===== config.mk =====
export PLATFORM = sky130hd
export DESIGN_NAME = occ_motion_classifier
export DESIGN_NICKNAME = d
export VERILOG_FILES = /design/src/rtl/omc_pkg.sv /design/src/rtl/omc_obs_quant.sv /design/src/rtl/omc_hist_update.sv /design/src/rtl/omc_ratio_test.sv /design/src/rtl/omc_tally.sv /design/src/rtl/occ_motion_classifier.sv
export SDC_FILE = /design/constraint.sdc
export NUM_CORES = 1
export LEC_CHECK = 0
export BUFFER_PORTS_ARGS = -buffer_cell sky130_fd_sc_hd__buf_2
export CORE_UTILIZATION = 45
export DETAILED_ROUTE_END_ITERATION = 6
export PLACE_DENSITY_LB_ADDON = 0.2
export SLEW_MARGIN = 25
export SYNTH_ARGS = -nofsm -noshare
export SYNTH_HDL_FRONTEND = slang
export SYNTH_SLANG_ARGS = --single-unit

===== constraint.sdc =====
create_clock -name clk -period 3.3 [get_ports clk]
set_input_delay 0.165 -clock clk [delete_from_list [all_inputs] [get_ports clk]]
set_output_delay 0.165 -clock clk [all_outputs]
set_load 0.05 [all_outputs]

===== src/rtl/omc_pkg.sv =====
package omc_pkg;

    typedef enum logic [1:0] {
        OBS_UNK  = 2'd0,
        OBS_FREE = 2'd1,
        OBS_OCC  = 2'd2
    } obs_e;

    typedef enum logic [1:0] {
        T_IDLE   = 2'd0,
        T_ACCUM  = 2'd1,
        T_REPORT = 2'd2
    } tally_e;

endpackage


===== src/rtl/omc_obs_quant.sv =====
module omc_obs_quant
    import omc_pkg::*;
#(
    parameter int P_W = 8
) (
    input  logic [P_W-1:0] prob,
    input  logic [P_W-1:0] hi_thr,
    input  logic [P_W-1:0] lo_thr,
    output obs_e           obs
);
    // Occupied band wins if the two bands were ever programmed to overlap.
    always_comb begin
        if (prob > hi_thr) begin
            obs = OBS_OCC;
        end else if (prob < lo_thr) begin
            obs = OBS_FREE;
        end else begin
            obs = OBS_UNK;
        end
    end
endmodule


===== src/rtl/omc_hist_update.sv =====
module omc_hist_update
    import omc_pkg::*;
#(
    parameter int HC_W = 8
) (
    input  obs_e            obs,
    input  logic [HC_W-1:0] free_in,
    input  logic [HC_W-1:0] occ_in,
    output logic [HC_W-1:0] free_out,
    output logic [HC_W-1:0] occ_out
);
    localparam logic [HC_W-1:0] CNT_MAX = {HC_W{1'b1}};

    always_comb begin
        free_out = free_in;
        occ_out  = occ_in;
        unique case (obs)
            OBS_OCC:  if (occ_in != CNT_MAX)  occ_out  = occ_in + 1'b1;
            OBS_FREE: if (free_in != CNT_MAX) free_out = free_in + 1'b1;
            default:  ;
        endcase
    end
endmodule


===== src/rtl/omc_ratio_test.sv =====
module omc_ratio_test #(
    parameter int HC_W = 8,
    parameter int K_W  = 4
) (
    input  logic [HC_W-1:0] free_in,
    input  logic [HC_W-1:0] occ_in,
    input  logic [K_W-1:0]  ratio_k,
    output logic            mostly_free
);
    // Full-width product: K * (occ + 1) never wraps.
    localparam int PROD_W = HC_W + 1 + K_W;

    logic [PROD_W-1:0] occ_plus;
    logic [PROD_W-1:0] k_ext;
    logic [PROD_W-1:0] bound;

    always_comb begin
        occ_plus    = PROD_W'(occ_in) + PROD_W'(1);
        k_ext       = PROD_W'(ratio_k);
        bound       = k_ext * occ_plus;
        mostly_free = PROD_W'(free_in) >= bound;
    end
endmodule


===== src/rtl/omc_tally.sv =====
module omc_tally
    import omc_pkg::*;
#(
    parameter int CNT_W = 16
) (
    input  logic             clk,
    input  logic             rst_n,
    input  logic             cell_valid,
    input  logic             cell_last,
    input  logic             cell_dyn,
    output logic             done,
    output logic [CNT_W-1:0] dyn_count
);
    tally_e state_q, state_d;
    logic [CNT_W-1:0] acc_q;
    logic [CNT_W-1:0] acc_inc;

    assign acc_inc = acc_q + CNT_W'(cell_dyn);

    always_comb begin
        state_d = state_q;
        unique case (state_q)
            T_IDLE, T_ACCUM: begin
                if (cell_valid && cell_last)  state_d = T_REPORT;
                else if (cell_valid)          state_d = T_ACCUM;
            end
            T_REPORT: begin
                if (cell_valid && cell_last)  state_d = T_REPORT;
                else if (cell_valid)          state_d = T_ACCUM;
                else                          state_d = T_IDLE;
            end
            default: state_d = T_IDLE;
        endcase
    end

    // State register
    always_ff @(posedge clk) begin
        if (!rst_n) state_q <= T_IDLE;
        else        state_q <= state_d;
    end

    // Output and datapath registers
    always_ff @(posedge clk) begin
        if (!rst_n) begin
            acc_q     <= '0;
            dyn_count <= '0;
        end else if (cell_valid) begin
            if (cell_last) begin
                dyn_count <= acc_inc;
                acc_q     <= '0;
            end else begin
                acc_q     <= acc_inc;
            end
        end
    end

    assign done = (state_q == T_REPORT);
endmodule


===== src/rtl/occ_motion_classifier.sv =====
module occ_motion_classifier
    import omc_pkg::*;
#(
    parameter int HC_W      = 8,
    parameter int P_W       = 8,
    parameter int K_W       = 4,
    parameter int MAX_CELLS = 38400,
    localparam int CNT_W    = $clog2(MAX_CELLS + 1)
) (
    input  logic             clk,
    input  logic             rst_n,
    input  logic             in_valid,
    input  logic             in_last,
    input  logic [HC_W-1:0]  in_free_cnt,
    input  logic [HC_W-1:0]  in_occ_cnt,
    input  logic [P_W-1:0]   in_prob,
    input  logic [P_W-1:0]   cfg_hi_thr,
    input  logic [P_W-1:0]   cfg_lo_thr,
    input  logic [K_W-1:0]   cfg_ratio_k,
    output logic             out_valid,
    output logic             out_dynamic,
    output logic [HC_W-1:0]  out_free_cnt,
    output logic [HC_W-1:0]  out_occ_cnt,
    output logic             frame_done,
    output logic [CNT_W-1:0] frame_dyn_count
);
    obs_e            obs;
    logic [HC_W-1:0] free_nx;
    logic [HC_W-1:0] occ_nx;
    logic            mostly_free;
    logic            dyn_nx;
    logic            s1_last;

    omc_obs_quant #(.P_W(P_W)) quant_i (
        .prob   (in_prob),
        .hi_thr (cfg_hi_thr),
        .lo_thr (cfg_lo_thr),
        .obs    (obs)
    );

    omc_hist_update #(.HC_W(HC_W)) hist_i (
        .obs      (obs),
        .free_in  (in_free_cnt),
        .occ_in   (in_occ_cnt),
        .free_out (free_nx),
        .occ_out  (occ_nx)
    );

    omc_ratio_test #(.HC_W(HC_W), .K_W(K_W)) ratio_i (
        .free_in     (in_free_cnt),
        .occ_in      (in_occ_cnt),
        .ratio_k     (cfg_ratio_k),
        .mostly_free (mostly_free)
    );

    assign dyn_nx = (obs == OBS_OCC) && mostly_free;

    // Single result stage
    always_ff @(posedge clk) begin
        if (!rst_n) begin
            out_valid    <= 1'b0;
            out_dynamic  <= 1'b0;
            s1_last      <= 1'b0;
            out_free_cnt <= '0;
            out_occ_cnt  <= '0;
        end else begin
            out_valid    <= in_valid;
            out_dynamic  <= in_valid && dyn_nx;
            s1_last      <= in_valid && in_last;
            if (in_valid) begin
                out_free_cnt <= free_nx;
                out_occ_cnt  <= occ_nx;
            end
        end
    end

    omc_tally #(.CNT_W(CNT_W)) tally_i (
        .clk        (clk),
        .rst_n      (rst_n),
        .cell_valid (out_valid),
        .cell_last  (s1_last),
        .cell_dyn   (out_dynamic),
        .done       (frame_done),
        .dyn_count  (frame_dyn_count)
    );
endmodule


==> impl_metrics.tcl <==
set metrics [dict create \
    antenna_found_initial 0 \
    grt.total_usage_pct 22.91 \
    crit-reg2reg-capture "tally_i.acc_q[8]" \
    grt_pass1_wl_um 18240 \
    ys_async_sr_fraction_pct 0 \
    post-route-period-util_pct 101.5 \
    worst_case_register_to_register_setup_slack_ns 1.23 \
    power.static_leakage_nw 2.385 \
    timing.critical_path.arrival_ns 3.57 \
    cts.clk_slew.worst_paths_ns 0.11 \
    synth_top_cell_area_share_pct 25.44 \
    clock_sink_count 53 \
    worst_pin_slew_ns 0.7495 \
    drive_gt1_share_pct 24.04 \
    skew_ns 0.01251 \
    period_needed_ns 3.348 \
    crit_path_top_delay_cell "sky130_fd_sc_hd__fa_1" \
    die_y_um 98.27 \
    timing.critical_path.buf_inv 3 \
    synth_seq_cells 53 \
    detail_route.drc_violations 1 \
    peak_ir_drop_on_the_vdd_network_v 0.0002008 \
    violations "DRC, setup timing" \
    worstPathRequired_ns 3.52 \
    rsz0062_at_grt "true" \
    cts_h_tree_depth 2 \
    cell_area_after_technology_mapping_um2 4170 \
    clock_insertion_delay_worst_skew_ns 0.32 \
    yosys-top-cells-area "sky130_fd_sc_hd__dfxtp_1, sky130_fd_sc_hd__ha_1, sky130_fd_sc_hd__fa_1, sky130_fd_sc_hd__inv_1, sky130_fd_sc_hd__o21ai_0" \
    final.setup.worst_slack_ns -0.04838 \
    highest_clock_rate_mhz 298.7 \
    final_nets 729 \
    largest_net_degree_at_the_start_of_global_routing 32 \
    path_class "input pin to register" \
    timing.critical_path.from "in_occ_cnt[2]" \
    routed_via_density 5.514 \
    number_of_nets_with_antenna_violations_after_detailed_routing 0 \
    finalWeightedCongestion 0.8685 \
    largest_stage_delay_worst_path_ns 0.49 \
    syn-mean-instance-area_um2 8.098 \
    first_global_vias 3959 \
    ctsRootBufferMaster "sky130_fd_sc_hd__clkbuf_8" \
    routed_wirelength_um 10550 \
    cp-endpoint "out_dynamic" \
    post_synth_edffs 0 \
    critical_path.endpoint_type "register" \
    starting_density_of_the_core_pct 47.13 \
    synth_ff_type "sky130_fd_sc_hd__dfxtp_1" \
    design.die.area_um2 9656 \
    clockBufferDepth 2 \
    kind_of_start_point_of_the_critical_path "input pin" \
    pre_cts_slack_ns -0.4433 \
    wl_per_cell_um 14.41 \
    hold_path_class "input pin to register" \
    placement_rows 34 \
    distinct_cell_type_count_of_the_synthesized_netlist 50 \
    timing.final.setup_violations 1 \
    final_core_utilization_pct 58.48 \
    path_max_fanout 5 \
    tritoncts "built" \
    critical-path-top-delay-family "adder cells" \
    finalHoldViolations 0 \
    route.vias.total 4036 \
    core_region_area_um2 8848 \
    p_per_area_nw_per_um2 364.7 \
    status "finished with violations" \
    rr_worst_depth 8 \
    num_antenna_cells 0 \
    floorplan.die.width_um 98.27 \
    io_pins 83 \
    drt_first_iter_violations 134 \
    mappedNetlistNets 621 \
    cts_made_buffers 5 \
    worst_slew_margin_rel_pct 49.97 \
    netlist.top_cell.by_area "sky130_fd_sc_hd__dfxtp_1" \
    global_route.overflow_total 0 \
    maxCapViolations 0 \
    drt-pass1-iter-count 7 \
    port_buffer_count 82 \
    area_growth_from_synthesis_to_layout_pct 24.09 \
    syn_inst 515 \
    ys_seq_area_share_pct 25.44 \
    synthesis.yosys.warnings 0 \
    worstPathCellList "buf_4 > and3_4 > nand3_2 > xnor2_2 > and2_1 > fa_1 > inv_1 > fa_1 > inv_2 > ha_4 > nand3_2 > o211ai_1 > nor2_1 > xor2_1 > ha_1 > o2111a_1 > a221oi_2 > nor4_1" \
    slew_violations 0 \
    dpl.hpwl_um 8343 \
    crit-reg2reg-launch "out_dynamic" \
    finalSetupTns_ns -0.04838 \
    hold_buffers 0 \
    critical_path_depth 18 \
]
cells in the final DEF, fill, tap and decap left out, types with 4 or more instances in the layout:
cell,instances
sky130_fd_sc_hd__ha_1,40
sky130_fd_sc_hd__and2_1,19
sky130_fd_sc_hd__nand3b_1,6
sky130_fd_sc_hd__fa_1,14
sky130_fd_sc_hd__mux2i_1,4
sky130_fd_sc_hd__nor2b_1,18
sky130_fd_sc_hd__a21oi_1,14
sky130_fd_sc_hd__o211ai_1,5
sky130_fd_sc_hd__nand2b_1,11
sky130_fd_sc_hd__nor4_1,5
sky130_fd_sc_hd__xor2_1,5
sky130_fd_sc_hd__and3_1,14
sky130_fd_sc_hd__o22ai_1,5
sky130_fd_sc_hd__nor2_1,31
sky130_fd_sc_hd__o21ai_0,44
sky130_fd_sc_hd__xnor2_1,15
sky130_fd_sc_hd__dfxtp_1,53
sky130_fd_sc_hd__nand3_1,18
sky130_fd_sc_hd__a21o_1,4
sky130_fd_sc_hd__buf_2,79
sky130_fd_sc_hd__a31oi_1,10
sky130_fd_sc_hd__inv_1,56
sky130_fd_sc_hd__clkbuf_8,5
sky130_fd_sc_hd__ha_4,4
sky130_fd_sc_hd__nor3_1,10
sky130_fd_sc_hd__nand2_1,32
sky130_fd_sc_hd__a22oi_1,9
sky130_fd_sc_hd__buf_4,32
report_power, final:
group / internal (mW) / switching, mW
clock network: 0.154 / 0.239
registers: 0.658 / 0.0149
logic: 0.376 / 0.445
per-layer routing:
| metal | vias up | share of wire, % | GRT usage (%) | wire length (µm) |
|---|---|---|---|---|
| li1 | 2015 | - | - | - |
| met1 | 1893 | 46 | 29.14 | 4799 |
| met2 | 100 | 48 | 40.09 | 5095 |
| met3 | 28 | 3.7 | 2.935 | 385 |
| met4 | 0 | 2.5 | 7.577 | 266 |
| met5 | - | 0 | 0 | 0 |
area by class of cell:
type | instances | area (µm²)
flip-flops and latches | 53 | 1061
well taps | 108 | 135.1
fillers | 832 | 3674
clock buffers | 5 | 68.82
repair buffers | 114 | 673.1
inverters | 59 | 221.5
multi-input cells | 390 | 2990
clock inverters | 3 | 25.02
cell families (layout without fill, tap and decap cells):
group	after synthesis	in the layout	share of synthesized area [%]
AO/OA/AOI/OAI	121	121	18.90
adder cells (fa/ha/maj)	58	58	19.92
buffers and inverters	72	181	6.481
AND/OR/NAND/NOR	182	182	23.04
multiplexers	4	4	0.9601
XOR/XNOR	25	25	5.251
flip-flops	53	53	25.44
worst min-delay path by stage:
stage	start	end	depth (start not counted)
floorplan	in_free_cnt[5]	out_free_cnt[5]	2
global placement	in_last	s1_last	2
detailed placement	in_last	s1_last	2
CTS	in_last	s1_last	2
global route	in_last	s1_last	2
finish	in_last	s1_last	2
metrics by stage:
step,power [mW],instances,cell area (µm²),hold slack (ns)
after detailed placement,1.475,720,4982,0.4009
final,1.887,732,5175,0.06598
after global routing,2.029,732,5175,0.06233
after floorplan,1.210,515,4275,0.3108
after CTS,1.885,731,5144,0.05449
after global placement,1.448,720,4982,0.4014
registers in the layout, summed over array words and instances, names as in the netlist:
signal	count
out_dynamic	1
out_free_cnt	8
out_occ_cnt	8
out_valid	1
s1_last	1
tally_i.acc_q	16
tally_i.dyn_count	16
tally_i.state_q	2
cell usage after synthesis, drive strengths merged (2+ instances only):
library cell,count
a211oi,3
a21o,4
a21oi,16
a221oi,5
a22o,2
a22oi,9
a31oi,10
and2,19
and3,15
clkbuf,13
dfxtp,53
fa,14
ha,44
inv,59
mux2i,4
nand2,32
nand2b,11
nand3,21
nand3b,6
nand4,3
nor2,32
nor2b,20
nor3,10
nor4,6
o211ai,5
o21a,2
o21ai,47
o221ai,3
o22ai,5
o31ai,2
or3,4
xnor2,18
xor2,7
timing repair:
action,in CTS,in global routing
setup buffers,3,1
gates cloned,0,0
pin swaps,14,5
setup endpoints to repair,1,1
gates resized for setup,9,6
Power figures use the tool's default switching activity.
